File: src/rtl/qpd_pkg.sv
package qpd_pkg;
  localparam int STATE_W = 3;

  // Minimized state set: seven states, one three-bit code unused.
  typedef enum logic [STATE_W-1:0] {
    ST_IDLE  = 3'd0, // start of a group
    ST_P0    = 3'd1, // first bit was 0
    ST_P1    = 3'd2, // first bit was 1
    ST_LIVE2 = 3'd3, // prefix 01 or 10, still able to match
    ST_DEAD2 = 3'd4, // two bits seen, cannot match
    ST_LIVE3 = 3'd5, // prefix 011 or 101, a final 0 matches
    ST_DEAD3 = 3'd6  // three bits seen, cannot match
  } qpd_state_e;

  localparam logic [STATE_W-1:0] STATE_UNUSED = 3'd7;
endpackage

File: src/rtl/qpd_step_logic.sv
module qpd_step_logic
  import qpd_pkg::*;
(
  input  qpd_state_e cur,
  input  logic       take,
  input  logic       din,
  output qpd_state_e nxt,
  output logic       hit
);
  always_comb begin
    nxt = cur;
    hit = 1'b0;
    if (take) begin
      unique case (cur)
        ST_IDLE:  nxt = din ? ST_P1 : ST_P0;
        ST_P0:    nxt = din ? ST_LIVE2 : ST_DEAD2;
        ST_P1:    nxt = din ? ST_DEAD2 : ST_LIVE2;
        ST_LIVE2: nxt = din ? ST_LIVE3 : ST_DEAD3;
        ST_DEAD2: nxt = ST_DEAD3;
        ST_LIVE3: begin
          nxt = ST_IDLE;
          hit = ~din;
        end
        ST_DEAD3: nxt = ST_IDLE;
        default:  nxt = ST_IDLE;
      endcase
    end
  end
endmodule

File: src/rtl/qpd_state_reg.sv
module qpd_state_reg #(
  parameter int                 W       = 3,
  parameter logic [W-1:0]       RST_VAL = '0,
  parameter logic [W-1:0]       BAD_VAL = '1
) (
  input  logic         clk,
  input  logic         rst,
  input  logic         en,
  input  logic [W-1:0] d,
  output logic [W-1:0] q
);
  always_ff @(posedge clk) begin
    if (rst)     q <= RST_VAL;
    else if (en) q <= d;
  end

  AST_HOLD_IN_GAP: assert property (@(posedge clk) disable iff (rst)
    !en |=> $stable(q));

  AST_STATE_LEGAL: assert property (@(posedge clk) disable iff (rst)
    q != BAD_VAL);
endmodule

File: src/rtl/quad_pattern_detector.sv
module quad_pattern_detector
  import qpd_pkg::*;
(
  input  logic clk,
  input  logic rst,
  input  logic bit_valid,
  input  logic bit_data,
  output logic match
);
  localparam int GROUP_LEN = 4;
  localparam int POS_W     = $clog2(GROUP_LEN);

  qpd_state_e             state_q;
  qpd_state_e             state_d;
  logic [STATE_W-1:0]     state_raw;
  logic                   hit;

  qpd_step_logic u_step (
    .cur  (state_q),
    .take (bit_valid),
    .din  (bit_data),
    .nxt  (state_d),
    .hit  (hit)
  );

  qpd_state_reg #(
    .W       (STATE_W),
    .RST_VAL (ST_IDLE),
    .BAD_VAL (STATE_UNUSED)
  ) u_state (
    .clk (clk),
    .rst (rst),
    .en  (bit_valid),
    .d   (state_d),
    .q   (state_raw)
  );

  assign state_q = qpd_state_e'(state_raw);
  assign match   = hit & ~rst;

  // Independent position tracker used only by the checks below.
  logic [POS_W-1:0] pos_q;
  always_ff @(posedge clk) begin
    if (rst)            pos_q <= '0;
    else if (bit_valid) pos_q <= pos_q + 1'b1;
  end

  AST_MATCH_ON_FOURTH: assert property (@(posedge clk) disable iff (rst)
    match |-> (bit_valid && pos_q == POS_W'(GROUP_LEN - 1)));

  AST_MATCH_LAST_ZERO: assert property (@(posedge clk) disable iff (rst)
    match |-> !bit_data);

  AST_FRAME_RESTART: assert property (@(posedge clk) disable iff (rst)
    (bit_valid && pos_q == POS_W'(GROUP_LEN - 1)) |=> (state_q == ST_IDLE));

  AST_RESET_QUIET: assert property (@(posedge clk)
    rst |-> !match);
endmodule

File: config.mk
export PLATFORM = sky130hd
export DESIGN_NAME = quad_pattern_detector
export DESIGN_NICKNAME = d
export VERILOG_FILES = /design/src/rtl/qpd_pkg.sv /design/src/rtl/qpd_step_logic.sv /design/src/rtl/qpd_state_reg.sv /design/src/rtl/quad_pattern_detector.sv
export SDC_FILE = /design/constraint.sdc
export NUM_CORES = 1
export LEC_CHECK = 0
export BUFFER_PORTS_ARGS = -buffer_cell sky130_fd_sc_hd__buf_2
export CORE_AREA = 2 2 39 41
export CTS_CLUSTER_DIAMETER = 40
export DETAILED_ROUTE_END_ITERATION = 16
export DIE_AREA = 0 0 41 43
export PLACE_DENSITY = 0.31
export SLEW_MARGIN = 25
export SYNTH_ARGS = -nofsm -noshare
export SYNTH_HDL_FRONTEND = slang
export SYNTH_SLANG_ARGS = --single-unit
File: constraint.sdc
create_clock -name clk -period 1.3 [get_ports clk]
set_input_delay 0.26 -clock clk [delete_from_list [all_inputs] [get_ports clk]]
set_output_delay 0.26 -clock clk [all_outputs]
set_load 0.01 [all_outputs]
==> impl_metrics.ini <==
[outcome]
status = finished, final reports clean

[critical_path]
startpoint_type = flip-flop
r2r_setup_slack_ns = 0.26
crit_path_max_fanout = 4
worstPathArrival_ns = 0.96
regToRegEndpoint = u_state.q[0]
worstPathRequired_ns = 1.04
endpoint_kind = output pin
rr_worst_depth = 2
crit_end = match
crit_path_start = u_state.q[1]
r2r-start = u_state.q[0]
crit_type = reg -> out

[synthesis]
syn-num-nets = 25
synth_cells = 21
synth_common_cells = o21ai_0 (4), a21oi_1 (3), dfxtp_1 (3), nor2b_1 (3), nand2_1 (2)
synth_area_leaders = dfxtp_1 (37%), o21ai_0 (12%), nor2b_1 (12%), a21oi_1 (9.3%), mux2i_1 (6.2%)
synth-async-reset-ratio = 0
syn_area_per_cell_sq_um = 7.69
syn_area_sq_um = 161
synth_edf_count = 0
synth.most_common_cell = o21ai_0
ys_ff_latch = 3
synth_top_area_share = 0.372
synth_cell_types = 11
yosysSeqAreaShare = 0.372
ys.flop_type = dfxtp_1
synth_warnings = 0
yosysTopAreaCell = dfxtp_1

[die]
die_area_sq_um = 1760
dieHeight_um = 43
coreArea_sq_um = 1380
row_count = 14
die_w_um = 41
start_util = 0.117
ios = 5

[run]
max_cap_violations = 0

[sta]
drv_slew = 0
setup_tns_ns = 0
finClkSkew_ns = 0.00385
min_period_ns = 1.22
hold_viol = 0
hold_ws_ns = 0.235
setup_ws_ns = 0.0776
rsz0062_at_grt = false
tightest_slew_ns = 0.185
slew_headroom = 0.875
post-route-period-util = 0.940
finalSetupViolCount = 0
timing.fmax_mhz = 818

[placement]
place.port_buffers = 4
dp_slack_ns = 0.192
place_congestion = 0.567

[global_route]
grt_usage = 0.0522
grt_pass1_vias = 163
grt_pass1_wl_um = 538
antenna_found_initial = 0
grt_max_degree = 8
grt_overflow = 0

[power]
power_leakage_uw = 0.0000953
p_int_uw = 230
seqPwrFrac = 0.360
p_sw_frac = 0.230
combPwrFrac = 0.099
switching_power_uw = 68.7
p_total_uw = 298
p_per_area_nw_per_um2 = 1290
clkPwrFrac = 0.541
peakVddDrop_uv = 232

[finish]
nNetsFinal = 34
top_register = u_state.q
fillCellCount = 168
area_delta_synth_final_pct = 43.4
post-route-util = 0.167
drive_gt1_frac = 0.310
register_area_sq_um = 61.3
antenna_cells = 0
multi_input_area_sq_um = 100
reg_top3 = u_state.q: 3 flops
largest_reg_flops = 3

[drt]
vias_per_cell = 3.87
first_pass_iters = 4
vias = 174
wl_um = 371
drc = 0
antenna_left = 0
initialDrtViolationCount = 2
wl_per_cell_um = 8.24

[clock_network]
cts_tree = done
numCtsBuffers = 3
clock_sinks = 3
holdBufCountCts = 0
clk_path_buf_depth = 2
htree_levels = 1
path_clk_slew_ns = 0.03
cts_root_buf = clkbuf_4
clk_latency_ns = 0.23

[worst_hold_path]
hold_path_class = in -> reg
-- worst min path at each step --
stage / start / end / slack (ns) / depth (start not counted)
after floorplan: rst / u_state.q[0] / 0.33 / 1
after global placement: rst / u_state.q[0] / 0.49 / 2
after detailed placement: rst / u_state.q[0] / 0.48 / 2
after CTS: rst / u_state.q[0] / 0.23 / 2
after global routing: rst / u_state.q[1] / 0.25 / 2
final: rst / u_state.q[1] / 0.24 / 2
-- area by class of cell --
| class | instances | share of cell area |
|---|---|---|
| sequential | 3 | 0.265 |
| multi-input combinational | 17 | 0.432 |
| clock buffer | 4 | 0.114 |
| inverter | 1 | 0.0162 |
| tap | 16 | 0.0865 |
| timing repair buffer | 4 | 0.0865 |
-- layer usage --
| layer | up-vias | track usage | routed length [um] |
|---|---|---|---|
| li1 | 92 | - | - |
| met1 | 77 | 0.0450 | 163 |
| met2 | 5 | 0.0719 | 169 |
| met3 | 0 | 0.0314 | 38 |
| met4 | 0 | 0.0600 | 0 |
| met5 | - | 0 | 0 |
-- power groups by stage --
stage          clock network [uW]  logic, uW  registers (uW)
3_5_place_dp                    0       29.0             108
4_1_cts                       172       29.2             106
5_1_grt                       173       34.6             108
2_1_floorplan                   0       17.8             106
3_3_place_gp                    0       29.1             108
6_report                      161       29.6             107
-- placed cells by master, fill, tap and decap left out, drive strengths merged --
master,instances
nand2,2
o21ai,4
nor2b,3
or3,1
dfxtp,3
buf,4
clkbuf,4
or4,1
nor2,1
a21oi,3
mux2i,1
inv,1
and4,1
-- critical path, stage by stage, from the launching register on --
cell,delay (ns)
dfxtp_2,0.33
nor2b_2,0.11
and4_1,0.18
buf_2,0.12
-- per-stage QoR --
stage / cell area (sq um) / cells
global route: 231 / 45
global placement: 201 / 41
finish: 231 / 45
floorplan: 161 / 21
detailed placement: 201 / 41
CTS: 228 / 45
-- logic make-up after synthesis --
| logic type | after synthesis | share of synthesized area |
|---|---|---|
| and+or+nand+nor | 9 | 0.326 |
| AOI/OAI and AO/OA | 7 | 0.217 |
| DFF | 3 | 0.372 |
| muxes | 1 | 0.0620 |
| buffers and inverters | 1 | 0.0232 |
-- repair_timing --
| item | CTS | global route |
|---|---|---|
| buffers inserted | 0 | 0 |
| resized for setup | 0 | 2 |
| setup endpoints to repair | 0 | 1 |
| endpoints found under the hold margin | 0 | 0 |
No activity file was read; power rests on OpenSTA's default activity.
